$ cat src/rtl/baudgen_pkg.sv
package baudgen_pkg;

  // True when the phase counter sits on its final oversampling slot.
  function automatic logic phase_is_last(input int unsigned phase, input int unsigned ovs);
    return phase == ovs - 1;
  endfunction

  // Next phase value, wrapping to zero after the last slot.
  function automatic int unsigned phase_next(input int unsigned phase, input int unsigned ovs);
    return (phase == ovs - 1) ? 0 : phase + 1;
  endfunction

endpackage

$ cat src/rtl/bg_half_ctr.sv
module bg_half_ctr #(
  parameter int DIV_W = 16
) (
  input  logic             clk,
  input  logic             rst_n,
  input  logic             en,
  input  logic             wr,
  input  logic [DIV_W-1:0] wdata,
  output logic             lvl_o,
  output logic             rise_evt_o
);

  logic [DIV_W-1:0] div_q;
  logic [DIV_W-1:0] cnt_q;
  logic             lvl_q;
  logic             cnt_zero;
  logic             toggle_evt;

  assign cnt_zero   = (cnt_q == '0);
  assign toggle_evt = en && !wr && cnt_zero;
  assign rise_evt_o = toggle_evt && !lvl_q;
  assign lvl_o      = lvl_q;

  always_ff @(posedge clk) begin
    if (!rst_n)  div_q <= '0;
    else if (wr) div_q <= wdata;
  end

  always_ff @(posedge clk) begin
    if (!rst_n)                cnt_q <= '0;
    else if (wr)               cnt_q <= wdata;
    else if (!en || cnt_zero)  cnt_q <= div_q;
    else                       cnt_q <= cnt_q - 1'b1;
  end

  always_ff @(posedge clk) begin
    if (!rst_n || !en)   lvl_q <= 1'b0;
    else if (toggle_evt) lvl_q <= ~lvl_q;
  end

  // the level only moves after the count has run down to zero
  p_toggle_at_zero_r2: assert property (@(posedge clk) disable iff (!rst_n)
    (en && $past(en) && lvl_q != $past(lvl_q)) |-> $past(cnt_q) == '0);

  // a write reloads the count and leaves the level alone
  p_write_restart_r6: assert property (@(posedge clk) disable iff (!rst_n)
    (wr && en) |=> (cnt_q == $past(wdata)) && (lvl_q == $past(lvl_q)));

  // the remaining count never exceeds the stored divisor
  p_cnt_bound_r2: assert property (@(posedge clk) disable iff (!rst_n)
    cnt_q <= div_q);

endmodule

$ cat src/rtl/bg_ovs_div.sv
module bg_ovs_div #(
  parameter int OVS = 16
) (
  input  logic clk,
  input  logic rst_n,
  input  logic en,
  input  logic rise_evt,
  output logic tick_o,
  output logic stb_o
);
  import baudgen_pkg::*;

  localparam int SUB_W = $clog2(OVS);

  logic [SUB_W-1:0] phase_q;
  logic             wrap_evt;

  assign wrap_evt = rise_evt && phase_is_last(int'(phase_q), OVS);

  always_ff @(posedge clk) begin
    if (!rst_n || !en) phase_q <= '0;
    else if (rise_evt) phase_q <= SUB_W'(phase_next(int'(phase_q), OVS));
  end

  always_ff @(posedge clk) begin
    if (!rst_n || !en) begin
      tick_o <= 1'b0;
      stb_o  <= 1'b0;
    end else begin
      tick_o <= rise_evt;
      stb_o  <= wrap_evt;
    end
  end

  // a baud strobe follows only a wrap of the phase counter
  p_stb_after_wrap_r5: assert property (@(posedge clk) disable iff (!rst_n)
    stb_o |-> $past(phase_q) == SUB_W'(OVS - 1) || $past(!en));

endmodule

$ cat src/rtl/baud_tick_gen.sv
module baud_tick_gen #(
  parameter int DIV_W = 16,
  parameter int OVS   = 16
) (
  input  logic             clk,
  input  logic             rst_n,
  input  logic             gen_en,
  input  logic             div_wr,
  input  logic [DIV_W-1:0] div_wdata,
  output logic             clk16_o,
  output logic             tick16_o,
  output logic             baud_stb_o
);

  logic rise_evt;

  bg_half_ctr #(.DIV_W(DIV_W)) u_half (
    .clk        (clk),
    .rst_n      (rst_n),
    .en         (gen_en),
    .wr         (div_wr),
    .wdata      (div_wdata),
    .lvl_o      (clk16_o),
    .rise_evt_o (rise_evt)
  );

  bg_ovs_div #(.OVS(OVS)) u_ovs (
    .clk      (clk),
    .rst_n    (rst_n),
    .en       (gen_en),
    .rise_evt (rise_evt),
    .tick_o   (tick16_o),
    .stb_o    (baud_stb_o)
  );

  // the tick marks the first high cycle of the 16x clock
  p_tick_on_rise_r4: assert property (@(posedge clk) disable iff (!rst_n)
    tick16_o |-> clk16_o && !$past(clk16_o));

  // every rising level is accompanied by a tick
  p_rise_has_tick_r4: assert property (@(posedge clk) disable iff (!rst_n)
    (clk16_o && !$past(clk16_o)) |-> tick16_o);

  // no baud strobe without a tick
  p_stb_with_tick_r5: assert property (@(posedge clk) disable iff (!rst_n)
    baud_stb_o |-> tick16_o);

  // disabled generator is silent
  p_disabled_quiet_r7: assert property (@(posedge clk) disable iff (!rst_n)
    !gen_en |=> !clk16_o && !tick16_o && !baud_stb_o);

endmodule

$ cat config.mk
export PLATFORM = sky130hd
export DESIGN_NAME = baud_tick_gen
export DESIGN_NICKNAME = d
export VERILOG_FILES = /design/src/rtl/baudgen_pkg.sv /design/src/rtl/bg_half_ctr.sv /design/src/rtl/bg_ovs_div.sv /design/src/rtl/baud_tick_gen.sv
export SDC_FILE = /design/constraint.sdc
export NUM_CORES = 1
export LEC_CHECK = 0
export CORE_UTILIZATION = 49
export DETAILED_ROUTE_END_ITERATION = 10
export PLACE_DENSITY = 0.73
export SLEW_MARGIN = 40
export SYNTH_ARGS = -nofsm -noshare
export SYNTH_HDL_FRONTEND = slang
export SYNTH_SLANG_ARGS = --single-unit
$ cat constraint.sdc
create_clock -name clk -period 1.76 [get_ports clk]
set_input_delay 0.44 -clock clk [delete_from_list [all_inputs] [get_ports clk]]
set_output_delay 0.44 -clock clk [all_outputs]
set_load 0.03 [all_outputs]
==> results of run 1 <==
cells in the mapped netlist (2+ instances only):
master     n  share of area (%)
nand2b_1   2               0.65
dfxtp_1   39                 41
a21oi_1    6                1.6
xor2_1     6                2.7
nand3_1   17                4.4
nand2_1   20                3.9
nor2b_1   12                3.9
nor3_1     3               0.78
a32oi_1    6                2.7
or3_1      3               0.98
nand4b_1   9                4.1
nand4_1    3               0.98
buf_1      2               0.39
o21ai_0    9                2.4
xnor2_1    7                3.2
clkbuf_1   7                1.4
inv_1     15                2.9
o211ai_1   2               0.78
nor2_1    10                2.0
o31ai_1    2               0.78
mux2i_1   10                5.2
ha_1       2                1.3
nor4_4     2                2.2
o311ai_0   3                1.4
layer usage:
metal	track usage, %	up-vias
met3	5.106	9
met5	0	-
met2	33.82	34
met1	25.81	797
li1	-	895
met4	8.889	0
report_power, final:
group          internal, mW  total [mW]  switching (mW)
combinational         0.307       0.565           0.258
sequential            0.939       0.982          0.0439
clock                 0.358       0.664           0.307
total                  1.60        2.21           0.609
cell families (layout without fill, tap and decap cells):
group	count (synthesis)	count (layout)	synth area share, %
and+or+nand+nor	91	91	29.35
xor gates and xnor gates	13	13	5.948
AOI/OAI and AO/OA	34	34	12.03
muxes	10	10	5.229
DFF	39	39	40.78
buffers and inverters	26	91	5.360
adders and majority gates	2	2	1.307
path summary, 6_finish.rpt:
kind	slack [ns]	endpoint	from
max	-0.02	u_ovs.phase_q[3]	u_half.cnt_q[9]
min	0.49	u_ovs.phase_q[0]	u_ovs.phase_q[0]
max reg2reg	-0.02	u_ovs.phase_q[3]	u_half.cnt_q[9]
min reg2reg	0.49	u_ovs.phase_q[0]	u_ovs.phase_q[0]
metrics by stage:
step | area, um2 | power (mW)
3_5_place_dp | 2470 | 1.496
4_1_cts | 2596 | 2.175
2_1_floorplan | 1939 | 1.276
6_report | 2684 | 2.211
5_1_grt | 2684 | 2.326
3_3_place_gp | 2470 | 1.490
placed cells by master (no fill, tap or decap), drive strengths merged, types with 9 or more instances in the layout:
master | synthesis | routed
nor2 | 10 | 10
clkdlybuf4s50 | 0 | 21
mux2i | 10 | 10
inv | 15 | 15
o21ai | 10 | 10
buf | 4 | 46
nor2b | 12 | 12
nand4b | 9 | 9
nand3 | 18 | 18
dfxtp | 39 | 39
nand2 | 20 | 20
worst min-delay path, delay by kind of cell (launching register included):
kind | cells | cell delay (ns)
AOI/OAI and AO/OA | 1 | 0.05
DFF | 1 | 0.34
and+or+nand+nor | 1 | 0.06
final cells by class:
cell class | count | area, um2 | share of cell area (%)
sequential | 39 | 783.3 | 29.18
tap | 48 | 60.06 | 2.238
inverter | 15 | 56.30 | 2.098
timing repair buffer | 68 | 583.1 | 21.72
clock buffer | 8 | 100.1 | 3.730
multi-input combinational | 150 | 1101 | 41.03
sequential cells by signal, summed over array words and instances (netlist names):
name           count
u_half.cnt_q      16
u_half.div_q      16
u_half.lvl_o       1
u_ovs.phase_q      4
u_ovs.stb_o        1
u_ovs.tick_o       1
what timing repair did:
item,4_1_cts,5_1_grt
cloned,0,0
setup endpoints to repair,18,18
buffers inserted,1,5
hold buffers,0,0
pin swaps,1,14
gates resized for setup,6,17
==> impl_metrics.csv, run 1 <==
group,metric,value,unit
die,rows,22,
synth,synthesis.area,1914,um2
die,die_h,64.51,um
timing,worstMarginPinSlew,0.3471,ns
worst_setup_path,reg2regPathDepth,6,
timing,timing.slew.headroom,76.56,%
worst_setup_path,cp.depth,6,
synth,syn_inst,215,
worst_setup_path,cp_max_fo,4,
timing,setup-tns-final,-0.01681,ns
routing,vias,1735,
timing,period_needed,1.777,ns
worst_setup_path,worstPathRequired,1.99,ns
final_layout,drive_above_1_share,26.07,%
flow_run,maxCapViolCount,0,
clock_tree,htreeDepth,2,
synth,syn-num-nets,237,
worst_setup_path,critPathTopFamily,"simple AND/OR/NAND/NOR gates",
grt,gr-total-overflow,0,
grt,grt_usage,20.74,%
synth,syn_avg_cell_area,8.904,um2
final_layout,nets,301,
worst_setup_path,worstPathBufferInverterCount,1,
clock_tree,cts_buffer_depth,2,
routing,wl_per_cell,13.09,um
clock_tree,clk_pin_slew,0.07,ns
clock_tree,worstSkewPairLatency,0.29,ns
synth,yosys_most_used_dff,"dfxtp_1",
placement,place_ws,-0.2773,ns
die,start_util,51.52,%
timing,whs,0.4926,ns
synth,ys_types,42,
placement,dp_cells,314,
routing,postRouteAntennaNets,0,
die,boundaryPins,23,
grt,antenna_found_initial,0,
timing,period_share,101.0,%
clock_tree,clock-root-buffer,"clkbuf_8",
pwr,ir_worst_vdd,566.5,uV
routing,drt-total-wl,4.294,mm
placement,portBuffers,22,
worst_setup_path,critical-path-max-stage-delay,0.37,ns
final_layout,utilization,72.22,%
placement,gp_congestion,0.8659,
timing,setup_violations,1,
worst_setup_path,worstPathArrival,2.01,ns
routing,drc,0,
final_layout,fillers,275,
timing,finalHoldViolations,0,
routing,drtPass1Iterations,4,
worst_setup_path,crit_path_end_kind,"register",
final_layout,area_growth,40.20,%
min_path,min_path_cells,2,
die,core_area,3716,um2
synth,synth-edff-count,0,
final_layout,antennaDiodeCount,0,
clock_tree,cts_buffers,5,
routing,wl_met3,168,um
timing,drv_slew,0,
grt,grt_max_degree,25,
routing,viasPerCell,5.290,
timing,layout_setup_ws,-0.01681,ns
synth,synth-seq-cells,39,
routing,drt-met1-wl,2.094,mm
pwr,leakage,1.131,nW
worst_setup_path,crit_slowest_cell,"or3b_1",
worst_setup_path,crit_chain,"nor4_4 > buf_4 > and4b_2 > nand3_4 > or3b_1 > a21oi_2",
routing,drt-initial-drc-count,110,
timing,rsz0062_at_grt,"yes",
routing,top_layer_used,"met4",
clock_tree,cts.sinks,39,
worst_setup_path,path_class,"register to register",
pwr,p_per_area,824.0,nW/um2
run_status,outcome,"finished, violations left",
final_layout,finalNonFillerCells,328,
die,die_w,64.51,um
worst_setup_path,start_kind,"register",
grt,grt_pass1_wl,6.651,mm
routing,route.met2.wl,1.963,mm
synth,ys_seq_area_share,40.78,%
synth,synthArstFlopShare,0,%
run_status,violations,"setup timing",
synth,ys_warn_count,0,
clock_tree,tritoncts,"built",
timing,max_freq,562.8,MHz
timing,fin_skew,0.004958,ns
min_path,hold_class,"register to register",
placement,post-dp-hpwl,2.853,mm
die,die_area,4161,um2
grt,grt_pass1_vias,1525,
No activity file was read; power rests on OpenSTA's default activity.
==> inputs of run 2 (changes only) <==
- RECOVER_POWER: not set -> 100
- SKIP_LAST_GASP: not set -> 1
==> run 2 against run 1 <==
The flow still finishes with violations (setup timing). Non-clock buffer count did not move. Clock skew fell by 0.0011 ns. First-iteration DRC count fell by 12%. Sequential power barely moved. Largest power group unchanged. Highest routed layer unchanged.
==> impl_metrics.csv, run 2 (same netlist as run 1, synthesis figures left out) <==
group,metric,value,unit
clock_tree,htreeDepth,2,
min_path,hold_class,"register to register",
routing,drt-total-wl,4.206,mm
worst_setup_path,r2r_start,"u_half.cnt_q[9]",
timing,drv_slew,0,
routing,vias,1752,
clock_tree,clk_pin_slew,0.07,ns
pwr,p_per_area,824.0,nW/um2
clock_tree,cts_buffer_depth,2,
routing,wl_per_cell,12.78,um
timing,setup_violations,1,
timing,fin_skew,0.003863,ns
worst_setup_path,reg2regPathDepth,6,
placement,portBuffers,22,
worst_setup_path,rrSetupSlack,-0.02,ns
grt,grt_usage,20.74,%
run_status,violations,"setup timing",
timing,period_needed,1.776,ns
routing,drtPass1Iterations,4,
worst_setup_path,crit_slowest_cell,"or3b_1",
final_layout,utilization,71.92,%
routing,viasPerCell,5.325,
die,rows,22,
worst_setup_path,endpoint,"u_ovs.phase_q[3]",
worst_setup_path,crit_path_end_kind,"register",
timing,rsz0062_at_grt,"yes",
timing,timing.slew.headroom,80.00,%
pwr,ir_worst_vdd,565.1,uV
worst_setup_path,worstPathRequired,1.99,ns
clock_tree,cts.sinks,39,
clock_tree,postCtsHoldBufs,0,
die,core_area,3716,um2
timing,layout_setup_ws,-0.01560,ns
routing,postRouteAntennaNets,0,
run_status,outcome,"finished, violations left",
timing,period_share,100.9,%
pwr,leakage,1.125,nW
worst_setup_path,path_class,"register to register",
worst_setup_path,startpoint,"u_half.cnt_q[9]",
final_layout,final_common_cell,"buf_4",
final_layout,nets,302,
routing,drt-initial-drc-count,97,
timing,worstMarginPinSlew,0.2963,ns
grt,gr-total-overflow,0,
routing,drc,0,
clock_tree,clock-root-buffer,"clkbuf_8",
die,die_h,64.51,um
grt,grt_pass1_wl,6.651,mm
die,start_util,51.52,%
worst_setup_path,crit_chain,"nor4_4 > buf_4 > and4b_2 > nand3_4 > or3b_1 > a21oi_2",
final_layout,reg_top3,"u_half.cnt_q (16), u_half.div_q (16), u_ovs.phase_q (4)",
grt,grt_max_degree,25,
die,die_w,64.51,um
worst_setup_path,timing.rr.end,"u_ovs.phase_q[3]",
grt,antenna_found_initial,0,
final_layout,drive_above_1_share,25.62,%
final_layout,antennaDiodeCount,0,
worst_setup_path,start_kind,"register",
clock_tree,cts_buffers,5,
timing,finalHoldViolations,0,
clock_tree,worstSkewPairLatency,0.29,ns
flow_run,maxCapViolCount,0,
die,boundaryPins,23,
worst_setup_path,critical-path-max-stage-delay,0.37,ns
placement,gp_congestion,0.8659,
final_layout,area_growth,39.61,%
die,die_area,4161,um2
timing,max_freq,563.2,MHz
worst_setup_path,cp_max_fo,4,
timing,setup-tns-final,-0.01560,ns
placement,post-dp-hpwl,2.853,mm
final_layout,final_cell_mix,"buf_4, dfxtp_1, clkdlybuf4s50_1",
worst_setup_path,worstPathArrival,2.01,ns
grt,grt_pass1_vias,1525,
clock_tree,tritoncts,"built",
## run 2: cell count changes in the layout (fill, tap and decap cells not counted), sizes merged
| cell | before | now |
|---|---|---|
| clkbuf | 8 | 10 |
| buf | 46 | 44 |
| o21ai | 10 | 11 |
## run 2: worst min path at each step
stage,cells past startpoint,end,from
2_1_floorplan,2,u_ovs.phase_q[0],u_ovs.phase_q[0]
3_3_place_gp,2,u_half.lvl_o,u_half.lvl_o
3_5_place_dp,2,u_ovs.phase_q[0],u_ovs.phase_q[0]
4_1_cts,2,u_ovs.phase_q[0],u_ovs.phase_q[0]
5_1_grt,2,u_half.lvl_o,u_half.lvl_o
6_report,2,u_ovs.phase_q[0],u_ovs.phase_q[0]
## run 2: metal layers
layer,global-route usage (%),part of all wire (%),vias up
met5,0,0,-
met4,8.889,1.7,0
met3,5.106,4.6,9
met2,33.82,47,43
met1,25.81,47,802
li1,-,-,898
## run 2: layout make-up
cell class	instances	area, um2
Sequential cell	39	783.3
Multi-Input combinational cell	151	1102
Fill cell	282	1044
Clock buffer	8	100.1
Tap cell	48	60.06
Timing Repair Buffer	68	570.5
Inverter	15	56.30
## run 2: repair_timing
action | 4_1_cts | 5_1_grt
gates resized for setup | 6 | 11
setup endpoints to repair | 18 | 18
cloned | 0 | 1
setup buffers | 1 | 5
pin swaps | 0 | 12
## run 2: through the flow
stage / instances / power [mW] / area (um2) / setup slack [ns] / hold slack, ns
CTS: 323 / 2.175 / 2596 / -0.01524 / 0.4945
finish: 329 / 2.202 / 2673 / -0.01560 / 0.4927
detailed placement: 314 / 1.496 / 2470 / -0.2773 / 0.4841
floorplan: 215 / 1.276 / 1939 / 0.02231 / 0.4613
global route: 329 / 2.318 / 2673 / -0.1132 / 0.5230
global placement: 314 / 1.490 / 2470 / -0.2584 / 0.4694
## run 2: worst max-delay path: cells and delay by family, from the launching register on
| family | cells | cell delay (ns) |
|---|---|---|
| simple gates | 4 | 1.06 |
| flops | 1 | 0.36 |
| buf+inv | 1 | 0.17 |
| compound gates | 1 | 0.12 |
## run 2: power breakdown
group | total (mW) | switching [mW] | internal, mW | leakage (nW)
combinational | 0.561 | 0.258 | 0.303 | 0.752
sequential | 0.982 | 0.0433 | 0.939 | 0.321
clock | 0.659 | 0.301 | 0.357 | 0.0515
==> inputs of run 3 (changes only) <==
- TNS_END_PERCENT: not set -> 100
==> results of run 3 <==
The final DEF is identical to that of run 2; final timing and power are the same.
